===== src/rtl/srx_pkg.sv =====
package srx_pkg;
  typedef enum logic [2:0] {
    S_IDLE,
    S_START,
    S_DATA,
    S_PAR,
    S_STOP
  } rx_state_t;

  typedef enum logic [1:0] {
    PAR_NONE = 2'b00,
    PAR_ZERO = 2'b01,
    PAR_ODD  = 2'b10,
    PAR_EVEN = 2'b11
  } par_mode_t;
endpackage


===== src/rtl/srx_bit_engine.sv =====
module srx_bit_engine
  import srx_pkg::*;
#(
  parameter int OS_RATE = 16,
  parameter int DW      = 8
) (
  input  logic          clk,
  input  logic          rst_n,
  input  logic          clr,
  input  logic          tick,
  input  logic          rxd,
  input  logic          len_full,
  input  logic [1:0]    par_sel,
  output logic          done,
  output logic [DW-1:0] frm_data,
  output logic          frm_ferr,
  output logic          frm_perr
);
  localparam int CW   = $clog2(OS_RATE);
  localparam int IW   = $clog2(DW);
  localparam logic [CW-1:0] MID  = CW'(OS_RATE/2 - 1);
  localparam logic [CW-1:0] LAST = CW'(OS_RATE - 1);

  rx_state_t     state;
  logic [CW-1:0] cnt;
  logic [IW-1:0] idx;
  logic [DW-1:0] sh;
  logic          par_acc, par_bit;
  logic [1:0]    sync;
  logic          rx_s;
  logic [IW-1:0] last_idx;
  logic          par_bad;
  par_mode_t     pmode;

  assign rx_s     = sync[1];
  assign pmode    = par_mode_t'(par_sel);
  assign last_idx = len_full ? IW'(DW-1) : IW'(DW-2);

  always_comb begin
    unique case (pmode)
      PAR_ODD:  par_bad = ~(par_acc ^ par_bit);
      PAR_EVEN: par_bad = par_acc ^ par_bit;
      default:  par_bad = 1'b0;
    endcase
  end

  always_ff @(posedge clk or negedge rst_n) begin
    if (!rst_n) sync <= 2'b11;
    else        sync <= {sync[0], rxd};
  end

  always_ff @(posedge clk or negedge rst_n) begin
    if (!rst_n) begin
      state <= S_IDLE; cnt <= '0; idx <= '0; sh <= '0;
      par_acc <= 1'b0; par_bit <= 1'b0; done <= 1'b0;
      frm_data <= '0; frm_ferr <= 1'b0; frm_perr <= 1'b0;
    end else if (clr) begin
      state <= S_IDLE; cnt <= '0; idx <= '0; sh <= '0;
      par_acc <= 1'b0; par_bit <= 1'b0; done <= 1'b0;
      frm_data <= '0; frm_ferr <= 1'b0; frm_perr <= 1'b0;
    end else begin
      done <= 1'b0;
      if (tick) begin
        unique case (state)
          S_IDLE: if (!rx_s) begin
            state <= S_START;
            cnt   <= '0;
          end
          S_START: begin
            if (cnt == MID) begin
              cnt <= '0;
              if (!rx_s) begin
                state <= S_DATA; idx <= '0; sh <= '0; par_acc <= 1'b0;
              end else begin
                state <= S_IDLE;
              end
            end else cnt <= cnt + 1'b1;
          end
          S_DATA: begin
            if (cnt == LAST) begin
              cnt     <= '0;
              sh      <= {rx_s, sh[DW-1:1]};
              par_acc <= par_acc ^ rx_s;
              if (idx == last_idx)
                state <= (pmode == PAR_NONE) ? S_STOP : S_PAR;
              else
                idx <= idx + 1'b1;
            end else cnt <= cnt + 1'b1;
          end
          S_PAR: begin
            if (cnt == LAST) begin
              cnt     <= '0;
              par_bit <= rx_s;
              state   <= S_STOP;
            end else cnt <= cnt + 1'b1;
          end
          S_STOP: begin
            if (cnt == LAST) begin
              cnt      <= '0;
              state    <= S_IDLE;
              done     <= 1'b1;
              frm_ferr <= ~rx_s;
              frm_perr <= par_bad;
              frm_data <= len_full ? sh : (sh >> 1);
            end else cnt <= cnt + 1'b1;
          end
          default: state <= S_IDLE;
        endcase
      end
    end
  end
endmodule


===== src/rtl/srx_result.sv =====
module srx_result #(
  parameter int DW = 8
) (
  input  logic          clk,
  input  logic          rst_n,
  input  logic          clr,
  input  logic          done,
  input  logic [DW-1:0] frm_data,
  input  logic          frm_ferr,
  input  logic          frm_perr,
  input  logic          route,
  input  logic          stat_rd,
  input  logic          rx_ready,
  output logic          rx_valid,
  output logic [DW-1:0] rx_data,
  output logic          stat_frame,
  output logic          stat_parity,
  output logic          stat_overrun,
  output logic          irq_done,
  output logic          irq_err
);
  logic ovr, any_err;

  assign ovr     = done & rx_valid & ~rx_ready;
  assign any_err = frm_ferr | frm_perr | ovr;

  always_ff @(posedge clk or negedge rst_n) begin
    if (!rst_n) begin
      rx_valid <= 1'b0; rx_data <= '0; irq_done <= 1'b0; irq_err <= 1'b0;
      stat_frame <= 1'b0; stat_parity <= 1'b0; stat_overrun <= 1'b0;
    end else if (clr) begin
      rx_valid <= 1'b0; rx_data <= '0; irq_done <= 1'b0; irq_err <= 1'b0;
      stat_frame <= 1'b0; stat_parity <= 1'b0; stat_overrun <= 1'b0;
    end else begin
      irq_done <= done & (~any_err | route);
      irq_err  <= done & any_err & ~route;
      if (done) begin
        rx_valid <= 1'b1;
        rx_data  <= frm_data;
      end else if (rx_valid && rx_ready) begin
        rx_valid <= 1'b0;
      end
      stat_frame   <= (stat_frame   & ~stat_rd) | (done & frm_ferr);
      stat_parity  <= (stat_parity  & ~stat_rd) | (done & frm_perr);
      stat_overrun <= (stat_overrun & ~stat_rd) | ovr;
    end
  end
endmodule


===== src/rtl/serial_rx_core.sv =====
module serial_rx_core #(
  parameter int OS_RATE = 16,
  parameter int DW      = 8
) (
  input  logic          clk,
  input  logic          rst_n,
  input  logic          cfg_power,
  input  logic          cfg_rx_en,
  input  logic          cfg_len8,
  input  logic [1:0]    cfg_parity,
  input  logic          cfg_err_route,
  input  logic          os_tick,
  input  logic          rxd,
  output logic          rx_valid,
  input  logic          rx_ready,
  output logic [DW-1:0] rx_data,
  input  logic          stat_rd,
  output logic          stat_frame,
  output logic          stat_parity,
  output logic          stat_overrun,
  output logic          irq_done,
  output logic          irq_err
);
  logic          clr;
  logic          done;
  logic [DW-1:0] frm_data;
  logic          frm_ferr, frm_perr;

  assign clr = ~(cfg_power & cfg_rx_en);

  srx_bit_engine #(.OS_RATE(OS_RATE), .DW(DW)) u_engine (
    .clk(clk), .rst_n(rst_n), .clr(clr), .tick(os_tick), .rxd(rxd),
    .len_full(cfg_len8), .par_sel(cfg_parity), .done(done),
    .frm_data(frm_data), .frm_ferr(frm_ferr), .frm_perr(frm_perr)
  );

  srx_result #(.DW(DW)) u_result (
    .clk(clk), .rst_n(rst_n), .clr(clr), .done(done), .frm_data(frm_data),
    .frm_ferr(frm_ferr), .frm_perr(frm_perr), .route(cfg_err_route),
    .stat_rd(stat_rd), .rx_ready(rx_ready), .rx_valid(rx_valid),
    .rx_data(rx_data), .stat_frame(stat_frame), .stat_parity(stat_parity),
    .stat_overrun(stat_overrun), .irq_done(irq_done), .irq_err(irq_err)
  );
endmodule


===== config.mk =====
export PLATFORM = sky130hd
export DESIGN_NAME = serial_rx_core
export DESIGN_NICKNAME = d
export VERILOG_FILES = /design/src/rtl/srx_pkg.sv /design/src/rtl/srx_bit_engine.sv /design/src/rtl/srx_result.sv /design/src/rtl/serial_rx_core.sv
export SDC_FILE = /design/constraint.sdc
export NUM_CORES = 1
export LEC_CHECK = 0
export ABC_AREA = 0
export BUFFER_PORTS_ARGS = -buffer_cell sky130_fd_sc_hd__clkbuf_2
export CORE_MARGIN = 5
export CORE_UTILIZATION = 64
export CTS_BUF_LIST = sky130_fd_sc_hd__clkbuf_4 sky130_fd_sc_hd__clkbuf_8
export CTS_CLUSTER_DIAMETER = 60
export DETAILED_ROUTE_END_ITERATION = 12
export PLACE_DENSITY_LB_ADDON = 0.3
export SYNTH_ARGS = -nofsm -noshare
export SYNTH_HDL_FRONTEND = slang
export SYNTH_SLANG_ARGS = --single-unit
export TNS_END_PERCENT = 30

===== constraint.sdc =====
create_clock -name clk -period 3 [get_ports clk]
set_clock_uncertainty 0.15 [all_clocks]
set_input_delay 0.3 -clock clk [delete_from_list [all_inputs] [get_ports clk]]
set_output_delay 0.3 -clock clk [all_outputs]
set_load 0.02 [all_outputs]

# ---- After elaboration in Yosys (flattened, before gate mapping)
# Cells that the tools add are included.
# W data, S select, Z words.
dict set report classes {
  n_lt_le_gt_ge 0
  addsub 2
  n_bitwise 25
  n_eq_ne 25
  n_reduce_logical 10
  mux 69
  mul 0
  shifts 0
  div_mod_pow 0
}
# cell n
set op_table {}
lappend op_table {{$mux W8} 12}
lappend op_table {{$mux W3} 15}
lappend op_table {{$mux W1} 30}
lappend op_table {{$mux W4} 5}
lappend op_table {{$pmux W8 S2} 1}
lappend op_table {{$ne A3 B2 Y1 const B} 5}
lappend op_table {{$pmux W3 S5} 1}
lappend op_table {{$pmux W4 S3} 1}
lappend op_table {{$and A1 B1 Y1} 11}
lappend op_table {{$ne A3 B3 Y1 const B} 3}
lappend op_table {{$reduce_and A3 Y1} 3}
lappend op_table {{$ne A2 B1 Y1 const B} 4}
lappend op_table {{$reduce_and A7 Y1} 1}
lappend op_table {{$eq A3 B2 Y1 const B} 2}
lappend op_table {{$ne A3 B1 Y1 const B} 2}
lappend op_table {{$not A1 Y1} 6}
lappend op_table {{$or A1 B1 Y1} 6}
lappend op_table {{$pmux W3 S2} 1}
lappend op_table {{$reduce_and A6 Y1} 1}
lappend op_table {{$reduce_and A5 Y1} 1}
lappend op_table {{$add A4 B1 Y4 const B} 1}
lappend op_table {{$eq A2 B2 Y1 const B} 2}
lappend op_table {{$eq A4 B3 Y1 const B} 1}
lappend op_table {{$eq A4 B4 Y1 const B} 1}
lappend op_table {{13 further kinds} 15}
dict set report word_totals {
  regBits 47
  out_inout_bits 14
  rom_bits 0
  in_bits 12
  wordCells 149
  latchBits 0
  ram_bits 0
  n_memories 0
}

# ---- Longest topological paths before layout
# Gate-level depths: netlist (run 1).
dict set report logic_depth {
  word_depth 7
  depth_mapped 7
}

# ---- By module
# A second synthesis (run 1) with hierarchy kept.
dict set report unflattened {
  cells_unflattened 211
  hier_area_um2 2274.7
}
# mod area_per_inst_um2 cells_per_inst seq_area_each_um2 instances
set by_module_without_submodules {}
lappend by_module_without_submodules {srx_bit_engine 1694.1 163 828.3 1}
lappend by_module_without_submodules {srx_result 576.8 47 350.3 1}
lappend by_module_without_submodules {serial_rx_core 3.8 1 0.0 1}

# ---- Least setup slack after synthesis (run 1)
# OpenSTA, ideal clock, no wires.
dict set report synth_path {
  kind {reg-to-reg}
  from {register u_engine.cnt[0]}
  to {register u_engine.state[1]}
  n_path_buf 0
  setup_slack_ns 1.100
  synth_period_minus_slack_ns 1.900
  setup_ns 0.123
  path_stages_with_launch 7
  arrival_ns 1.627
  path_cell_list {dfrtp_1 -> ha_1 -> nand2_1 -> o311a_1 -> a221oi_4 -> mux2i_1 -> a21oi_1}
}
dict set report synth_between {
  elab_chain_len 3
}
# item line_no
set synth_rtl {}
lappend synth_rtl {{from (decl)} srx_bit_engine.sv:25} ;# logic [CW-1:0] cnt;
lappend synth_rtl {{from (signal assigned)} srx_bit_engine.sv:77} ;# end else cnt <= cnt + 1'b1;
lappend synth_rtl {{from (signal assigned)} srx_bit_engine.sv:88} ;# end else cnt <= cnt + 1'b1;
lappend synth_rtl {{from (signal assigned)} srx_bit_engine.sv:95} ;# end else cnt <= cnt + 1'b1;
lappend synth_rtl {{$eq A4 B4 Y1 / $eq A4 B3 Y1 (equally long branches)} -}
lappend synth_rtl {{$ne A3 B2 Y1 (no source line)} -}
lappend synth_rtl {{$reduce_and A7 Y1 (no source line) (*)} -}
lappend synth_rtl {{to (signal assigned)} srx_bit_engine.sv:85} ;# state <= (pmode == PAR_NONE) ? S_STOP : S_PAR;
lappend synth_rtl {{to (decl)} srx_bit_engine.sv:24} ;# rx_state_t state;
# Every way passes the cells marked *; elsewhere a longest branch is shown, timed or not.
# A chain may end at the register's enable or synchronous reset.

# ---- Final worst setup path (run 1)
dict set report layout_path {
  from {register u_engine.state[2]}
  to {register u_engine.state[1]}
}
dict set report layout_between {
  elab_chain_len 4
}
# item line_no
set layout_rtl {}
lappend layout_rtl {{$eq A3 B3 Y1, or another cell as far along} srx_bit_engine.sv:64} ;# unique case (state)
lappend layout_rtl {{$pmux W3 S5} srx_bit_engine.sv:64}
lappend layout_rtl {{$mux W3} srx_bit_engine.sv:63} ;# if (tick) begin
lappend layout_rtl {{$mux W3} srx_bit_engine.sv:57} ;# end else if (clr) begin
# Parallel ways exist; a longest one is shown, timed or not. The select of a mux whose other input is x is not followed.

==> summary.txt, run 1 <==
Adder-Cell Fraction of Synth Area - 1.12%
Critical Path Fanout Max - 11
Simple-Gate Fraction of Synth Area - 19.2%
crit end category - register
Crit Path Class - reg -> reg
EDFF count, synth - 0
Max transition margin - 25.2%
CTS Buf Count - 5
CP cell instances - or3_4 > o311a_1 > a221oi_4 > mux2i_1 > a21oi_1
number of global-route vias before repair - 1,567
RSZ-0062 raised after global routing - no
clk slew on worst S/H paths - 130 ps
total I/O pin count - 26
Post-synth ARST share - 100%
CTS HTree Levels - 2
pins over their slew limit - 0
number of synthesized register bits - 47
Mean Syn Cell Area - 10.2 µm²
nets@finish - 258
initial antenna violation count - 0
post-CTS setup buffer count - 0
Max Cap Viol - 0
largest family of logic cells by synthesized area - simple AND/OR/NAND/NOR gates
maximum clock path buffer count - 2
post-route antenna net violation count - 0
Hold Crit Class - in -> async
largest net degree at the start of global routing - 48
Initial Util - 66.2%
Die X - 69.0 µm
non-filler cells, final - 291
clk root buf - clkbuf_4
drt total wl - 4180 µm
Synth Warn # - 0
Seq/Total Area, Yosys - 52.9%
post-placement cell count - 282
total track usage - 21.1%
DR vias/cell - 5.72
Die Footprint - 4760 µm²
first-pass GRT wire length - 7290 µm
hpwl dp - 2980 µm
IO Port Bufs - 25
Primary FF master, synth - dfrtp_1
count leader, synth - dfrtp_1
DR WL/cell - 14.4 µm
Area growth syn-to-layout - 9.72%
CTS tree - built
top cells by count, synth - dfrtp_1 (45), nand2_1 (35), nor2_1 (27), mux2i_1 (19), o21ai_1 (15)
CTS resizes - 0
Worst path top cell family by delay - compound AO/OA/AOI/OAI gates
Synth top area share - 50.6%
Placer Congestion - 0.774
Pwr Density - 417 nW/µm²
status - complete, but fails checks
Final Hold Viols - 35
final setup fails - 0
post-layout minimum cycle time - 2110 ps
DRT Pass-1 Iters - 4
Synth Area in Compound Gates - 13.5%
Critical Path RT - 3110 ps
synth top area cells - dfrtp_1 (51%), mux2i_1 (8.5%), nand2_1 (5.9%)
placement row count - 21
leakage - 1.14 nW
fraction of layout cells with a size suffix above 1 - 18.8%
core area - 3360 µm²
Setup TNS - 0 ps
die extent in y - 69.0 µm
clk_lat worst skew - 360 ps
post-synth cell types - 48
DRT iter0 DRCs - 119
final worst path period share - 70.3%
clk sink count - 47
Peak VDD IR - 264 µV
Post-Syn Instances - 219
CP peak stage delay - 510 ps
Synth area leader - dfrtp_1
Residual DRC - 0
Slew @ Worst Pin - 1120 ps
Via Count - 1,665
Post-Synth XOR/XNOR Area - 1.18%
syn_nets - 233
WP data arrival - 2220 ps
multiplexer area fraction after synthesis - 8.54%
Fin Hold WS - -23.5 ps
CP max-delay cell - dfrtp_1
failing checks - negative hold slack
Peak Freq - 474 MHz
critical path startpoint category - register
n_diodes - 0
GRT Residual Overflow - 0
Netlist Area Pre-Place - 2230 µm²
WP buf/inv - 0
## worst paths after layout
path,from,to,slack (ps),cells past startpoint
worst min register to register,u_engine.sync[0]$_DFF_PN1_,u_engine.sync[1]$_DFF_PN1_,220,0
worst min-delay path,rst_n,u_result.rx_data[3]$_DFFE_PN0P_,-20,1
worst max register to register,u_engine.state[2]$_DFFE_PN0P_,u_engine.state[1]$_DFFE_PN0P_,890,5
max in group asynchronous,rst_n,u_engine.idx[1]$_DFFE_PN0P_,2040,1
min in group clk,cfg_err_route,u_result.irq_done$_DFF_PN0_,50,3
worst max-delay path,u_engine.state[2]$_DFFE_PN0P_,u_engine.state[1]$_DFFE_PN0P_,890,5
## layout by cell type, fill, tap and decap left out, types with 2 or more instances in the layout
master and n:
nand2_1 35, and3_1 2, or3_1 2, a22oi_1 2, a21oi_1 4, mux2i_1 19
nor2b_1 4, o21ai_1 15, dfrtp_1 45, nand3_1 5, dfstp_2 2, clkbuf_2 25
a32o_1 2, clkbuf_4 5, buf_4 2, nor2_1 27, o21ai_0 11, xnor2_1 2
inv_1 4, ha_1 2
## flip-flops by register name (all words and copies together) (netlist names), 2 cells and up
signal / flops
u_engine.sync: 2
u_engine.idx: 3
u_engine.frm_data: 8
u_result.rx_data: 8
u_engine.sh: 8
u_engine.cnt: 4
u_engine.state: 3
## kinds of logic (layout without fill, tap and decap cells)
| family | Yosys count | in the layout |
|---|---|---|
| compound gates | 44 | 44 |
| xor+xnor | 3 | 3 |
| fa+ha+maj | 2 | 2 |
| buf+inv | 15 | 41 |
| flops | 47 | 47 |
| mux | 19 | 19 |
| simple gates | 89 | 89 |
## through the flow
step | area [µm²] | setup slack [ps] | utilization, % | power, mW
2_1_floorplan | 2230 | 1100 | - | 0.686
3_3_place_gp | 2370 | 990 | 70.3 | 0.712
3_5_place_dp | 2370 | 932 | 70.3 | 0.714
4_1_cts | 2440 | 910 | 72.7 | 1.03
5_1_grt | 2440 | 716 | 72.7 | 1.07
6_report | 2440 | 890 | 72.7 | 1.02
## power breakdown
part	switching (mW)	internal (mW)
sequential	0.00342	0.637
combinational	0.0415	0.0203
clock	0.201	0.116
total	0.246	0.773
## layer usage
metal | vias up | share of wire (%) | global-route usage, %
met3 | 9 | 7.0 | 5.67
met1 | 801 | 45 | 28.7
met2 | 47 | 47 | 32.7
met4 | 0 | 1.7 | 7.06
li1 | 808 | - | -
met5 | - | 0 | 0
## cell type report
class	count	area, µm²
clock buffer	6	51.3
clock inverter	2	16.3
fill	256	920
inverter	5	18.8
multi-input combinational	157	971
sequential	47	1180
tap	46	57.6
timing repair buffer	28	150
## repair_timing
| action | in CTS | in global routing |
|---|---|---|
| hold buffers | 1 | 0 |
| endpoints found under the hold margin | 1 | 0 |
| endpoints found under the setup margin | 0 | 0 |
(Power assumes the default switching activity.)
==> run 2: changes to the inputs <==
Settings changed: CORE_UTILIZATION 64 to 54.
Clock period 3 ns to 1.9 ns, I/O delays scaled along.
==> run 2 against run 1 <==
The run now ends clean. Largest cell class unchanged. Clock power is 100% higher. Largest power group unchanged. Sequential power increased by 58%. Die area up 16%. Setup slack got worse by 860 ps. Via count up 2.2%. Non-clock buffer count increased by 27. Utilization shrank 4.7 points. Fmax up 13%. Critical path type unchanged. Combinational power grew 100%. First-iteration DRC count fell by 37%. Routed wire length rose by 12%. Register-to-register slack got worse by 860 ps.
==> summary.txt, run 2 (synthesis gave the netlist of run 1 again) <==
Top Registers - u_engine.frm_data: 8 flops, u_engine.sh: 8 flops, u_result.rx_data: 8 flops
CP peak stage delay - 410 ps (-100 ps)
hpwl dp - 3330 µm (+12%)
WP data arrival - 1900 ps (-320 ps)
HP Start - stat_rd
Die Footprint - 5510 µm² (+16%)
Placed Area - 2520 µm² (+6.6%)
clk sink count - 47 (unchanged)
fraction of layout cells with a size suffix above 1 - 27.6% (+8.8 points)
Max transition margin - 60.3% (+35 points)
number of global-route vias before repair - 1,693 (+8.0%)
Placer Congestion - 0.792 (+2.4%)
Critical Path Fanout Max - 4 (-7)
DRT iter0 DRCs - 75 (-37%)
Hold Crit Class - in -> reg
Design Area, Final - 2720 µm² (+11%)
Via Count - 1,701 (+2.2%)
final worst path period share - 98.3% (+28 points)
fill cell count - 313 (+22%)
n_diodes - 0 (unchanged)
critical path startpoint category - register
maximum clock path buffer count - 2 (unchanged)
Peak VDD IR - 432 µV (+64%)
first-pass GRT wire length - 7910 µm (+8.4%)
core area - 4000 µm² (+19%)
GRT Residual Overflow - 0 (unchanged)
Worst Setup SP - u_engine.state[1]$_DFFE_PN0P_
pins over their slew limit - 0 (unchanged)
clk slew on worst S/H paths - 90 ps (-40 ps)
Area growth syn-to-layout - 22.0%
Peak Freq - 535 MHz (+13%)
DRT Pass-1 Iters - 4 (unchanged)
total I/O pin count - 26 (unchanged)
clk root buf - clkbuf_8
Max Cap Viol - 0 (unchanged)
post-route antenna net violation count - 0 (unchanged)
Residual DRC - 0 (unchanged)
final setup fails - 0 (unchanged)
nets@finish - 285 (+10%)
RSZ-0062 raised after global routing - yes
placement row count - 23 (+9.5%)
commonest non-fill, non-tap cells in the layout - dfrtp_1 (45), nand2_1 (34), nor2_1 (27), buf_4 (27), clkbuf_2 (25)
IO Port Bufs - 25 (unchanged)
DR WL/cell - 14.5 µm (+0.90%)
total track usage - 19.1% (-2.0 points)
Final Core Density - 67.9% (-4.7 points)
Power, Total - 1.76 mW (+73%)
Initial Util - 55.7% (-11 points)
CTS tree - built
Pwr Density - 649 nW/µm² (+56%)
die extent in y - 74.2 µm (+7.6%)
Final Hold Viols - 0 (-100%)
largest net degree at the start of global routing - 48 (unchanged)
crit end category - register
status - completed
Slew @ Worst Pin - 595 ps (-527 ps)
CP max-delay cell - dfrtp_1
commonest non-fill, non-tap cell in the layout - dfrtp_1
DR vias/cell - 5.28 (-7.7%)
Setup TNS - 0 ps (unchanged)
post-layout minimum cycle time - 1870 ps (-242 ps)
Critical Path RT - 1940 ps (-1170 ps)
multi-input logic area - 1000 µm² (+3.1%)
CP cell instances - buf_4 > and4bb_4 > o21ai_2 > a221oi_4 > mux2i_1 > nor2_1
Die X - 74.2 µm (+7.6%)
initial antenna violation count - 0 (unchanged)
WP buf/inv - 1 (+1)
r2r startpoint - u_engine.state[1]$_DFFE_PN0P_
Crit Path Class - reg -> reg
Register Area - 1180 µm² (unchanged)
clk_lat worst skew - 300 ps (-60 ps)
Worst path top cell family by delay - compound AO/OA/AOI/OAI gates
drt total wl - 4670 µm (+12%)
CTS Buf Count - 5 (unchanged)
leakage - 1.29 nW (+13%)
CTS HTree Levels - 2 (unchanged)
-- run 2: cell count changes in the layout (fill, tap and decap cells not counted), sizes merged --
cell,before,now
buf,2,27
dlygate4sd3,1,3
-- run 2: layer usage --
metal / global-route usage [%] / wire length, µm / vias to the layer above
li1: - / - / 860
met1: 25.6 / 2200 / 809
met2: 31.1 / 2230 / 27
met3: 3.24 / 166 / 5
met4: 7.71 / 67 / 0
met5: 0 / 0 / -
-- run 2: worst min-delay path: stages --
cell	delay (ps)
clkbuf_2	70
inv_1	60
nand2_1	70
a21oi_1	60
-- run 2: power breakdown --
group / internal (mW) / total, mW / switching, mW
clock network: 0.297 / 0.632 / 0.335
registers: 1.00 / 1.01 / 0.00395
logic: 0.0510 / 0.124 / 0.0728
total: 1.35 / 1.76 / 0.411
-- run 2: final timing paths --
check	to	slack (ps)	depth (start not counted)
max	u_engine.state[2]$_DFFE_PN0P_	30	6
min	u_result.stat_overrun$_DFF_PN0_	40	4
max reg2reg	u_engine.state[2]$_DFFE_PN0P_	30	6
min reg2reg	u_engine.sync[1]$_DFF_PN1_	210	0
max in group asynchronous	u_engine.par_acc$_DFFE_PN0P_	840	3
min in group asynchronous	u_result.rx_data[2]$_DFFE_PN0P_	350	3
-- run 2: through the flow --
stage	hold WS (ps)	instances	setup WS, ps
2_1_floorplan	-256	219	0.0328
3_3_place_gp	128	306	-23.2
3_5_place_dp	129	306	-90.8
4_1_cts	23.3	318	4.63
5_1_grt	27.1	322	-66.9
6_report	36.0	322	32.1
-- run 2: cell type report --
class | instances | share of cell area (%)
sequential | 47 | 43.4
multi-input combinational | 157 | 36.8
timing repair buffer | 55 | 13.2
clock buffer | 6 | 3.04
tap | 50 | 2.30
inverter | 5 | 0.691
clock inverter | 2 | 0.599
-- run 2: what timing repair did --
item,4_1_cts,5_1_grt
hold endpoints to repair,47,0
hold buffers,3,0
setup buffers,1,4
endpoints found under the setup margin,6,9
gates resized for setup,3,2
pin swaps,3,4
==> run 3: changes to the inputs <==
--- a/config.mk
+++ b/config.mk
@@ -8,7 +8,7 @@
 export ABC_AREA = 0
 export BUFFER_PORTS_ARGS = -buffer_cell sky130_fd_sc_hd__clkbuf_2
+export CORE_ASPECT_RATIO = 1.4
 export CORE_MARGIN = 5
-export CORE_UTILIZATION = 54
-export CTS_BUF_LIST = sky130_fd_sc_hd__clkbuf_4 sky130_fd_sc_hd__clkbuf_8
+export CORE_UTILIZATION = 52
 export CTS_CLUSTER_DIAMETER = 60
 export DETAILED_ROUTE_END_ITERATION = 12
--- a/constraint.sdc
+++ b/constraint.sdc
@@ -3,3 +3,3 @@
 set_input_delay 0.19 -clock clk [delete_from_list [all_inputs] [get_ports clk]]
 set_output_delay 0.19 -clock clk [all_outputs]
-set_load 0.02 [all_outputs]
+set_load 0.005 [all_outputs]
==> run 3 against run 2 <==
Fmax shrank 3.3%. The run now ends with negative setup slack left. Hold slack lost 25 ps. Setup slack lost 65 ps. Combinational power is essentially flat. Critical path type unchanged. Flip-flop and latch count is the same. Register-to-register slack lost 60 ps. Utilization shrank 3.6 points. Routed wire length shrank 2.8%. Total power shrank 1.3%.
==> summary.txt, run 3 (synthesis gave the netlist of run 1 again) <==
critical path startpoint category - register
hpwl dp - 3140 µm (-5.7%)
clk root buf - clkbuf_8
nets@finish - 285 (unchanged)
Peak Freq - 517 MHz (-3.3%)
n_diodes - 0 (unchanged)
Area growth syn-to-layout - 21.5%
number of global-route vias before repair - 1,714 (+1.2%)
DR WL/cell - 14.3 µm (-1.2%)
Placer Congestion - 0.802 (+1.2%)
DR vias/cell - 5.40 (+2.2%)
CTS tree - built
Max transition margin - 61.9% (+1.6 points)
status - complete, but fails checks
Fin Hold WS - 11.2 ps (-24.8 ps)
multi-input logic area - 1000 µm² (-0.12%)
Most Used Layer, Global Route - met2
total I/O pin count - 26 (unchanged)
Top Registers - u_engine.frm_data: 8 flops, u_engine.sh: 8 flops, u_result.rx_data: 8 flops
Critical Path RT - 1940 ps (about the same)
Hold Crit Class - in -> reg
Pwr Density - 644 nW/µm² (-0.84%)
worst r2r path cells - 5 (-1)
largest net degree at the start of global routing - 48 (unchanged)
crit end category - register
Via Count - 1,711 (+0.59%)
pre-CTS setup slack - -90.8 ps (+0.0382 ps)
RSZ-0062 raised after global routing - yes
maximum clock path buffer count - 2 (unchanged)
clk sink count - 47 (unchanged)
drt total wl - 4540 µm (-2.8%)
first-pass GRT wire length - 7850 µm (-0.78%)
final setup margin - -32.5 ps (-64.6 ps)
DRT Pass-1 Iters - 4 (unchanged)
initial antenna violation count - 0 (unchanged)
fraction of layout cells with a size suffix above 1 - 27.2% (-0.37 points)
Design Area, Final - 2710 µm² (-0.46%)
Peak VDD IR - 510 µV (+18%)
die extent in y - 87.4 µm (+18%)
Max Cap Viol - 0 (unchanged)
total track usage - 17.7% (-1.4 points)
Die Footprint - 5710 µm² (+3.7%)
commonest non-fill, non-tap cell in the layout - dfrtp_1
clk_lat worst skew - 300 ps (about the same)
Final Core Density - 64.3% (-3.6 points)
commonest non-fill, non-tap cells in the layout - dfrtp_1 (44), nand2_1 (35), nor2_1 (27)
cell count of the worst hold path - 2 (-2)
Residual DRC - 0 (unchanged)
final setup fails - 4 (+4)
Register Area - 1180 µm² (+0.11%)
placement row count - 28 (+22%)
clk slew on worst S/H paths - 90 ps (about the same)
Critical Path Fanout Max - 6 (+2)
met3 Resource Use GR - 3.75% (+0.50 points)
post-route antenna net violation count - 0 (unchanged)
IO Port Bufs - 25 (unchanged)
Initial Util - 53.0% (-2.7 points)
core area - 4200 µm² (+5.1%)
failing checks - negative setup slack
Die X - 65.3 µm (-12%)
leakage - 1.28 nW (-0.48%)
Crit Path Class - reg -> reg
final worst path period share - 102% (+3.4 points)
CTS Buf Count - 5 (unchanged)
post-layout minimum cycle time - 1930 ps (+64.6 ps)
CTS HTree Levels - 2 (unchanged)
WP data arrival - 1970 ps (+70 ps)
met2 Resource Use GR - 28.9% (-2.2 points)
DRT iter0 DRCs - 73 (-2.7%)
pins over their slew limit - 0 (unchanged)
Slew @ Worst Pin - 571 ps (-23.7 ps)
Final Hold Viols - 0 (unchanged)
fill cell count - 356 (+14%)
GRT Residual Overflow - 0 (unchanged)
Placed Area - 2530 µm² (+0.35%)
grt met1 use - 23.4% (-2.2 points)
[run 3: cell types whose count changed in the layout (fill, tap and decap cells not counted)]
cell	before	now
inv_6	0	1
clkbuf_8	6	5
dfrtp_1	45	44
clkinv_4	1	0
clkbuf_1	0	1
nand2_2	1	0
dfrtp_2	0	1
o31ai_1	1	0
buf_4	27	26
o21ai_1	14	15
nand2_1	34	35
o21ai_2	1	0
buf_6	0	1
o31ai_2	0	1
[run 3: critical path, cell delays in order, from the launching register on]
cell and delay, ps:
dfrtp_2 450, or3_4 410, or2_1 260, a31oi_4 250
nor4_1 90, a211o_1 230
[run 3: power by group]
group | internal (mW) | switching [mW]
Sequential | 1.00 | 0.00365
Combinational | 0.0514 | 0.0717
Clock | 0.265 | 0.345
[run 3: per-layer routing]
| layer | up-vias | share of wire (%) | routed length [µm] |
|---|---|---|---|
| li1 | 863 | - | - |
| met2 | 36 | 48 | 2200 |
| met1 | 806 | 47 | 2110 |
| met3 | 6 | 3.6 | 165 |
| met4 | 0 | 1.4 | 64 |
| met5 | - | 0 | 0 |
[run 3: metrics by stage]
step	std cells	setup TNS, ps	power, mW
3_5_place_dp	303	-233	1.14
6_report	317	-68.9	1.74
4_1_cts	315	-108	1.76
5_1_grt	317	-480	1.82
3_3_place_gp	303	-59.0	1.14
2_1_floorplan	219	0	1.08
[run 3: what timing repair did]
item	4_1_cts	5_1_grt
setup buffers	1	2
endpoints found under the hold margin	47	0
gates resized for setup	4	2
setup endpoints to repair	4	10
pin swaps	2	4
hold buffers	3	0
[run 3: path summary, 6_finish.rpt]
check	from	endpoint	slack [ps]
max	u_engine.state[1]$_DFFE_PN0P_	u_engine.cnt[3]$_DFFE_PN0P_	-30
min	cfg_parity[1]	u_engine.frm_perr$_DFFE_PN0P_	10
max reg2reg	u_engine.state[1]$_DFFE_PN0P_	u_engine.cnt[3]$_DFFE_PN0P_	-30
min reg2reg	u_engine.sync[0]$_DFF_PN1_	u_engine.sync[1]$_DFF_PN1_	210
max in group asynchronous	rst_n	u_engine.state[1]$_DFFE_PN0P_	820
min in group asynchronous	rst_n	u_result.rx_data[2]$_DFFE_PN0P_	350
[run 3: area by class of cell]
cell class | instances | share of cell area [%]
flip-flops and latches | 47 | 43.6
multi-input cells | 157 | 37.0
repair buffers | 55 | 13.4
clock buffers | 6 | 2.68
well taps | 45 | 2.08
inverters | 5 | 0.694
clock inverters | 2 | 0.601
